[config.mk]
export PLATFORM = sky130hd
export DESIGN_NAME = lu_interlock
export DESIGN_NICKNAME = d
export VERILOG_FILES = /design/src/rtl/lu_pkg.sv /design/src/rtl/lu_decode.sv /design/src/rtl/lu_field_cmp.sv /design/src/rtl/lu_stage_regs.sv /design/src/rtl/lu_interlock.sv
export SDC_FILE = /design/constraint.sdc
export NUM_CORES = 1
export LEC_CHECK = 0
export ABC_AREA = 1
export BUFFER_PORTS_ARGS = -buffer_cell sky130_fd_sc_hd__buf_4
export CAP_MARGIN = 20
export CORE_AREA = 2 2 81 83
export DETAILED_ROUTE_END_ITERATION = 10
export DIE_AREA = 0 0 83 85
export PLACE_DENSITY = 0.73
export SYNTH_ARGS = -nofsm -noshare
export SYNTH_HDL_FRONTEND = slang
export SYNTH_SLANG_ARGS = --single-unit
[constraint.sdc]
create_clock -name clk -period 1.3 [get_ports clk]
set_input_delay 0.26 -clock clk [delete_from_list [all_inputs] [get_ports clk]]
set_output_delay 0.26 -clock clk [all_outputs]
set_load 0.02 [all_outputs]
[src/rtl/lu_pkg.sv]
package lu_pkg;

   // Consumer classes; each decides which source fields are read.
   typedef enum logic [2:0] {
      CLS_NONE   = 3'd0,
      CLS_RR     = 3'd1,
      CLS_ALUI   = 3'd2,
      CLS_LOAD   = 3'd3,
      CLS_STORE  = 3'd4,
      CLS_BRANCH = 3'd5
   } op_class_e;

   // Number of source-field lanes compared per consumer.
   localparam int unsigned LANES = 2;

   // Does class c read the first source field?
   function automatic logic reads_first(op_class_e c);
      return (c != CLS_NONE);
   endfunction

   // Does class c read the second field as a source?
   function automatic logic reads_second(op_class_e c);
      return (c == CLS_RR);
   endfunction

endpackage

[src/rtl/lu_decode.sv]
module lu_decode
   import lu_pkg::*;
#(
   parameter int unsigned       OPC_W     = 6,
   parameter logic [OPC_W-1:0]  OP_RR     = 6'h00,
   parameter logic [OPC_W-1:0]  OP_ALUI   = 6'h08,
   parameter logic [OPC_W-1:0]  OP_LOAD   = 6'h23,
   parameter logic [OPC_W-1:0]  OP_STORE  = 6'h2B,
   parameter logic [OPC_W-1:0]  OP_BRANCH = 6'h04
) (
   input  logic [OPC_W-1:0] opcode,
   output op_class_e        cls
);

   always_comb begin
      if (opcode == OP_RR)          cls = CLS_RR;
      else if (opcode == OP_ALUI)   cls = CLS_ALUI;
      else if (opcode == OP_LOAD)   cls = CLS_LOAD;
      else if (opcode == OP_STORE)  cls = CLS_STORE;
      else if (opcode == OP_BRANCH) cls = CLS_BRANCH;
      else                          cls = CLS_NONE;
   end

endmodule

[src/rtl/lu_field_cmp.sv]
module lu_field_cmp #(
   parameter int unsigned REG_W     = 5,
   parameter bit          SKIP_ZERO = 1'b1
) (
   input  logic             enable,
   input  logic [REG_W-1:0] dest,
   input  logic [REG_W-1:0] src,
   output logic             hit
);

   logic same;
   assign same = (dest == src);

   generate
      if (SKIP_ZERO) begin : g_skip_zero
         // Register 0 is hard-wired; a write to it creates no dependence.
         assign hit = enable && same && (dest != '0);
      end else begin : g_plain
         assign hit = enable && same;
      end
   endgenerate

endmodule

[src/rtl/lu_stage_regs.sv]
module lu_stage_regs #(
   parameter int unsigned XLEN = 32
) (
   input  logic            clk,
   input  logic            rst_n,
   input  logic            freeze,
   input  logic [XLEN-1:0] fetch_word,
   output logic [XLEN-1:0] dec_word,
   output logic [XLEN-1:0] exe_word
);

   localparam logic [XLEN-1:0] BUBBLE = '0;

   always_ff @(posedge clk) begin
      if (!rst_n) begin
         dec_word <= '0;
         exe_word <= BUBBLE;
      end else if (freeze) begin
         dec_word <= dec_word;
         exe_word <= BUBBLE;
      end else begin
         dec_word <= fetch_word;
         exe_word <= dec_word;
      end
   end

endmodule

[src/rtl/lu_interlock.sv]
module lu_interlock
   import lu_pkg::*;
#(
   parameter int unsigned       XLEN      = 32,
   parameter int unsigned       OPC_W     = 6,
   parameter int unsigned       REG_W     = 5,
   parameter bit                SKIP_ZERO = 1'b1,
   parameter logic [OPC_W-1:0]  OP_RR     = 6'h00,
   parameter logic [OPC_W-1:0]  OP_ALUI   = 6'h08,
   parameter logic [OPC_W-1:0]  OP_LOAD   = 6'h23,
   parameter logic [OPC_W-1:0]  OP_STORE  = 6'h2B,
   parameter logic [OPC_W-1:0]  OP_BRANCH = 6'h04
) (
   input  logic            clk,
   input  logic            rst_n,
   input  logic [XLEN-1:0] fetch_instr,
   output logic [XLEN-1:0] ifid_instr,
   output logic [XLEN-1:0] idex_instr,
   output logic            stall,
   output logic            pc_hold,
   output logic            ifid_hold,
   output logic            idex_bubble
);

   // Fields counted from the most significant end of the word.
   localparam int unsigned OPC_LO  = XLEN - OPC_W;
   localparam int unsigned SRC1_LO = OPC_LO - REG_W;
   localparam int unsigned SRC2_LO = SRC1_LO - REG_W;

   generate
      if (OPC_W + 2 * REG_W > XLEN) begin : g_bad_width
         $error("lu_interlock: opcode and two register fields exceed XLEN");
      end
      if (OP_RR == OP_ALUI || OP_RR == OP_LOAD || OP_RR == OP_STORE ||
          OP_RR == OP_BRANCH || OP_ALUI == OP_LOAD || OP_ALUI == OP_STORE ||
          OP_ALUI == OP_BRANCH || OP_LOAD == OP_STORE ||
          OP_LOAD == OP_BRANCH || OP_STORE == OP_BRANCH) begin : g_bad_opc
         $error("lu_interlock: class opcodes must be distinct");
      end
      if (OP_LOAD == '0) begin : g_bad_load
         $error("lu_interlock: the zero word must not decode as a load");
      end
   endgenerate

   logic [XLEN-1:0] dec_q, exe_q;
   op_class_e       cons_cls, prod_cls;
   logic            prod_is_load;
   logic [REG_W-1:0] load_dest;
   logic [REG_W-1:0] lane_src [LANES];
   logic [LANES-1:0] lane_en;
   logic [LANES-1:0] lane_hit;
   logic             hazard;

   lu_stage_regs #(.XLEN(XLEN)) u_regs (
      .clk        (clk),
      .rst_n      (rst_n),
      .freeze     (hazard),
      .fetch_word (fetch_instr),
      .dec_word   (dec_q),
      .exe_word   (exe_q)
   );

   lu_decode #(
      .OPC_W(OPC_W), .OP_RR(OP_RR), .OP_ALUI(OP_ALUI), .OP_LOAD(OP_LOAD),
      .OP_STORE(OP_STORE), .OP_BRANCH(OP_BRANCH)
   ) u_cons_dec (
      .opcode (dec_q[XLEN-1:OPC_LO]),
      .cls    (cons_cls)
   );

   lu_decode #(
      .OPC_W(OPC_W), .OP_RR(OP_RR), .OP_ALUI(OP_ALUI), .OP_LOAD(OP_LOAD),
      .OP_STORE(OP_STORE), .OP_BRANCH(OP_BRANCH)
   ) u_prod_dec (
      .opcode (exe_q[XLEN-1:OPC_LO]),
      .cls    (prod_cls)
   );

   assign prod_is_load = (prod_cls == CLS_LOAD);
   assign load_dest    = exe_q[SRC1_LO-1:SRC2_LO];

   assign lane_src[0] = dec_q[OPC_LO-1:SRC1_LO];
   assign lane_src[1] = dec_q[SRC1_LO-1:SRC2_LO];
   assign lane_en[0]  = reads_first(cons_cls);
   assign lane_en[1]  = reads_second(cons_cls);

   generate
      for (genvar g = 0; g < LANES; g++) begin : g_lane
         lu_field_cmp #(.REG_W(REG_W), .SKIP_ZERO(SKIP_ZERO)) u_cmp (
            .enable (lane_en[g] && prod_is_load),
            .dest   (load_dest),
            .src    (lane_src[g]),
            .hit    (lane_hit[g])
         );
      end
   endgenerate

   assign hazard      = |lane_hit;
   assign stall       = hazard;
   assign pc_hold     = hazard;
   assign ifid_hold   = hazard;
   assign idex_bubble = hazard;
   assign ifid_instr  = dec_q;
   assign idex_instr  = exe_q;

endmodule

Word-level counts from Yosys, hierarchy flattened --
Index checks and enable logic that the tools add are counted.
Word-level totals: register bits after elaboration 64, bits in latches 0, memory bits (writable) 0, bits in read-only memories 0, bits of input ports 34, output and inout port bits 68, logic and storage cells 37, memories kept 0
Operators by class: add/subtract/negate cells 0, multipliers 0, div/mod/pow operators 0, magnitude comparators 0, equality and inequality tests 12, shift operators 0, muxes and demuxes 10, bitwise gates (word level) 1, reductions and logical operators 12
Operators with widths (count):
- 2-to-1 mux 3 bit | 10
- == test 6 bit (second input constant) | 4
- == test 6 x 3 -> 1 bit (second input constant) | 2
- == test 6 x 4 -> 1 bit (second input constant) | 2
- zero test 6 bit | 2
- == test 5 bit | 2
- logical AND 1 bit | 6
- nonzero test 5 bit | 1
- == test 3 x 1 -> 1 bit (second input constant) | 1
- == test 3 x 2 -> 1 bit (second input constant) | 1
- nonzero test 3 bit | 1
- OR reduction 3 bit | 1
- OR reduction 2 bit | 1
- inverter 1 bit | 1

Depth between registers and ports, before layout --
depth in word-level cells 11, depth in mapped cells 11, depth with buffers taken out 10

By module --
From an unflattened synthesis, not the netlist that was laid out.
Second synthesis, totals: cell total of the unflattened synthesis 377, area total of the unflattened synthesis 2600.0 um2
By module, submodules not included:
- lu_stage_regs | instances 1, cells an instance 272, area each 2133.3 um2, seq. area each 1281.2 um2
- lu_field_cmp | instances 2, cells an instance 26, area each 106.4 um2, seq. area each 0.0 um2
- lu_decode | instances 2, cells an instance 19, area each 90.1 um2, seq. area each 0.0 um2
- lu_interlock | instances 1, cells an instance 15, area each 73.8 um2, seq. area each 0.0 um2

Least setup slack after synthesis --
Ideal clock, no wire load.
path type reg2out, from register u_regs.dec_word[25], to output ifid_hold, arrival time 1461 ps, data required time 1040 ps, setup slack -421 ps, cell stages (with the launch flop) 10, buffers on the path 1, cells stage by stage dfxtp_1 inv_1 nand2_1 nand2_1 nor2_1 nand3_1 nand2_4 nand2_4 inv_1 buf_4
Between the ends: word-level cells in the longest chain between the ends 4
RTL lines:
- start, declared | line lu_stage_regs.sv:8 | output logic [XLEN-1:0] dec_word,
- start signal, assigned | line lu_stage_regs.sv:19 | dec_word <= dec_word;
- start signal, assigned | line lu_stage_regs.sv:22 | dec_word <= fetch_word;
- == test 5 bit | line lu_field_cmp.sv:12 | assign same = (dest == src);
- logical AND 1 bit (2 in series) | line lu_field_cmp.sv:17 | assign hit = enable && same && (dest != '0);
- OR reduction 2 bit | line lu_interlock.sv:98 | assign hazard = |lane_hit;
- end, declared | line lu_interlock.sv:21 | output logic ifid_hold,
Every way passes these cells.

Final worst setup path --
from register u_regs.exe_word[19], to output pc_hold
Between the ends: word-level cells in the longest chain between the ends 4, elaborated cells between the ends (all ways) 8, classes of those cells eq/ne: 2; reduce/logical: 6
RTL lines:
- start, declared | line lu_stage_regs.sv:9 | output logic [XLEN-1:0] exe_word
- start signal, assigned | line lu_stage_regs.sv:23 | exe_word <= dec_word;
- == test 5 bit | line lu_field_cmp.sv:12
- logical AND 1 bit (2 in series) | line lu_field_cmp.sv:17
- OR reduction 2 bit * | line lu_interlock.sv:98
- end, declared | line lu_interlock.sv:20 | output logic pc_hold,
Mark *: on every way between the ends. The rest lies on a longest branch, timed or not.

==> results.txt <==
The flow ran to the end, but the final reports show violations. The checks that failed: negative setup slack. The final weighted congestion in routability-driven placement is 0.829. The wire length of the first global-routing pass came out at 13.2 mm.

The net count of the mapped netlist is 364. In this run the standard cell core region covers 0.00620 mm2. CTS placed an instance of sky130_fd_sc_hd__clkbuf_8 at the clock tree root. In the layout the commonest cells are sky130_fd_sc_hd__buf_4, sky130_fd_sc_hd__nand2_1, sky130_fd_sc_hd__dfxtp_1.

The height of the die was 85 um. The clock-pin slew on the worst setup and hold paths is 70 ps. For hold timing, the worst endpoint is u_regs.dec_word[4].

The worst hold path was traced through 3 stages. The synthesized design spends more area on one cell type than any other, namely sky130_fd_sc_hd__dfxtp_1. Overall power consumption after layout is estimated at 4830 uW. The startpoint identified for the worst register-to-register timing path is u_regs.exe_word[19].

Dividing total power by cell area gives a power density of 1040 mW/mm2. Summed over all layers, the global routing overflow is 0. The tools report the startpoint of the tightest hold check path as fetch_instr[4]. Among all stages on the critical path, the largest delay is contributed by sky130_fd_sc_hd__dfxtp_2. Hold repair after CTS inserted 0 buffers. The final standard cell utilization of the core came out at 75.2%. After synthesis, the netlist uses 23 different library cells. The tightest min-delay check is of the in2reg type. Derived from the worst setup path, the maximum achievable clock frequency is 552 MHz.

The period utilization was 139%; the max-cap violation count was 0. Headroom to the max-slew limit came out at 72.4%. STA classifies the critical path endpoint as an output pin. Post-detailed-placement half-perimeter wirelength: 4.41 mm. The endpoint identified for the worst register-to-register timing path is u_regs.dec_word[23].

The most frequent cell on the critical path was sky130_fd_sc_hd__nand2_2. The final number of max-transition violations is 0, and the number of buffers added by the clock tree synthesis step is 9. The tools report the total count of hold-check failures in the final report as 0. The worst register-to-register path has a setup slack of -390 ps. The tools report the number of placed I/O pins as 102. The area share of the largest cell type after synthesis came out at 48.1%. The maximum number of pins on one net before global-route repair is 32, and the via total after detailed routing is 2701.

After synthesis, the mean cell area works out to 8.08 um2. Clock latency on the worst-skew pair, taken at its later pin, is 360 ps. The minimum clock period is 1810 ps. The area of the die is 0.00706 mm2, and the detailed-route wire length per cell is 15.0 um.

Data arrives at the worst endpoint at 1550 ps. The library cell used most frequently in the layout, excluding fill and tap cells, is sky130_fd_sc_hd__buf_4. The smallest setup slack after layout was -511 ps. Ranked by total cell area, the synthesized netlist is headed by sky130_fd_sc_hd__dfxtp_1, sky130_fd_sc_hd__nand2_1, sky130_fd_sc_hd__nor2_2. For the worst flop-to-flop path, the logic depth is 12. The path type of the worst setup path is reg2out. The logs give 0 for the total number of yosys warnings and 3 for the number of levels the H-tree was split into.

Relative to the synthesized area, the layout overhead comes to 75.0%. The summed negative setup slack over all endpoints is -24470 ps, and the die width is 83 um. The worst clock skew on the final layout was 8.60 ps; the remaining antenna violation count after routing was 0. Summed over all layers, the routed wires come to 8.49 mm. In this run the cell area measured after placement is 0.00372 mm2.

Number of buffers inserted by port buffering: 101. STA classifies the critical path startpoint as a register. Cell total after placement: 519.

The run gives 1040 ps as the endpoint required time on the critical path. TritonCTS built the clock tree. The tools report the worst-case clock buffer depth as 2.

The run gives 24.1% as the combined global-route utilization of all metal layers. The floorplan has 29 rows. Setup repair after global routing could not meet its margin everywhere. The critical path goes through inv_2, nand2_2, nand2_2, nand2_2, nor2_2, nand2_2, nand2_4, nand2_8, clkinvlp_4, buf_6. The number of global-route vias before repair is 2643. The detailed-routing iteration count for the pre-antenna-repair pass is 4. The run gives 0.00267 mm2 as the mapped cell area. The buffers plus inverters on the worst setup path works out to 3. Summing the sequential cell areas from Yosys gives 48.1% of the chip area.

The starting DRC count in detailed routing was 139. Worst stage delay on the critical path: 370 ps. The final design instance area without fill was 0.00466 mm2; the actual slew at the worst max-slew pin was 414 ps. Filler-free cell count of the finished design: 566.

In this design, the largest share of critical-path delay is due to simple AND/OR/NAND/NOR gates. The logs give 330 for the number of standard cells after synthesis and 0.00215 uW for the leakage dissipation. The clock net in this run drives a total of 64 sinks. Using the TritonRoute via totals, the vias-per-cell ratio works out to 4.77.

The share of post-route cells with drive strength above 1 was 62.8%; the post-layout net count was 518. The number of antenna violations at the first check in global routing came out at 0. The tools report the maximum resistive drop on vdd as 0.847 mV. For this run, design rule violations remaining after detail routing come to 0.

The count of state elements after synthesis was 64. Setup violations remaining at the end of the flow were counted as 69. Of all nets on the critical path, the largest fanout is 4.

The count of inserted antenna diode cells came out at 0. For the initial cell density of the core, the log shows 43.0%.
flip-flops by register name, summed over array words and instances, names as in the netlist:
name / cells
u_regs.exe_word: 32
u_regs.dec_word: 32
worst register-to-register path: stages (launching register included):
cell                        delay (ps)
sky130_fd_sc_hd__dfxtp_2           350
sky130_fd_sc_hd__inv_2              80
sky130_fd_sc_hd__nand2_2            70
sky130_fd_sc_hd__nand2_2            80
sky130_fd_sc_hd__nand2_2            60
sky130_fd_sc_hd__nor2_2             90
sky130_fd_sc_hd__nand2_2            70
sky130_fd_sc_hd__nand2_4           100
sky130_fd_sc_hd__buf_4             190
sky130_fd_sc_hd__bufbuf_16         310
sky130_fd_sc_hd__nand3_2            80
sky130_fd_sc_hd__nand2_1            70
sky130_fd_sc_hd__nor2_1             50
where the power goes:
part / switching, uW / internal, uW
logic: 524 / 479
clock network: 830 / 887
registers: 65.8 / 2050
cell usage after synthesis:
cell / count
sky130_fd_sc_hd__nor3_2: 1
sky130_fd_sc_hd__nand2_8: 1
sky130_fd_sc_hd__clkbuf_1: 2
sky130_fd_sc_hd__nor3_1: 1
sky130_fd_sc_hd__nand4_1: 1
sky130_fd_sc_hd__dfxtp_1: 64
sky130_fd_sc_hd__inv_1: 34
sky130_fd_sc_hd__nand2_4: 2
sky130_fd_sc_hd__buf_6: 10
sky130_fd_sc_hd__nor2_1: 39
sky130_fd_sc_hd__xnor2_1: 1
sky130_fd_sc_hd__a21oi_1: 31
sky130_fd_sc_hd__buf_4: 5
sky130_fd_sc_hd__nor2_8: 1
sky130_fd_sc_hd__nand3_2: 2
sky130_fd_sc_hd__nand2_2: 2
sky130_fd_sc_hd__inv_2: 5
sky130_fd_sc_hd__buf_2: 1
sky130_fd_sc_hd__nor2_2: 31
sky130_fd_sc_hd__buf_12: 3
sky130_fd_sc_hd__xor2_1: 1
sky130_fd_sc_hd__nand2_1: 60
sky130_fd_sc_hd__nand3_1: 32
cell families (layout without fill, tap and decap cells):
kind of cell	after synthesis	in the layout	synth area share, %
flops	64	64	48.1
xor+xnor	2	2	0.657
buf+inv	60	219	13.8
simple gates	173	173	31.6
compound gates	31	31	5.82
final cells by class:
class	instances	area, um2
Fill cell	426	1540
Clock inverter	7	71.3
Multi-Input combinational cell	206	1250
Sequential cell	64	1330
Tap cell	77	96.3
Inverter	39	153
Timing Repair Buffer	164	1630
Clock buffer	9	124
how the worst max path moves through the flow:
stage / start / endpoint / slack (ps) / cells after the start
floorplan: u_regs.exe_word[26] / ifid_hold / -260 / 7
global placement: u_regs.exe_word[26] / u_regs.dec_word[26] / -180 / 8
detailed placement: u_regs.exe_word[26] / u_regs.dec_word[26] / -220 / 8
CTS: u_regs.dec_word[29] / stall / -530 / 10
global route: u_regs.dec_word[31] / pc_hold / -570 / 10
finish: u_regs.exe_word[19] / pc_hold / -510 / 10
metal layers:
metal,share of wire (%),GRT usage (%),vias to the layer above
li1,-,-,1330
met1,40,27.8,1261
met2,52,43.0,94
met3,5.4,5.45,16
met4,1.9,10.1,0
met5,0,0,-
metrics by stage:
stage,hold WS [ps],setup WS [ps]
detailed placement,457,-218
global route,120,-573
finish,119,-511
CTS,107,-527
floorplan,386,-258
global placement,455,-180
repair_timing:
| item | 4_1_cts | 5_1_grt |
|---|---|---|
| setup buffers | 22 | 4 |
| pin swaps | 11 | 13 |
| endpoints found under the setup margin | 67 | 70 |
| endpoints found under the hold margin | 0 | 0 |
| gates cloned | 10 | 2 |
| resized for setup | 50 | 29 |
(Power assumes the default switching activity.)
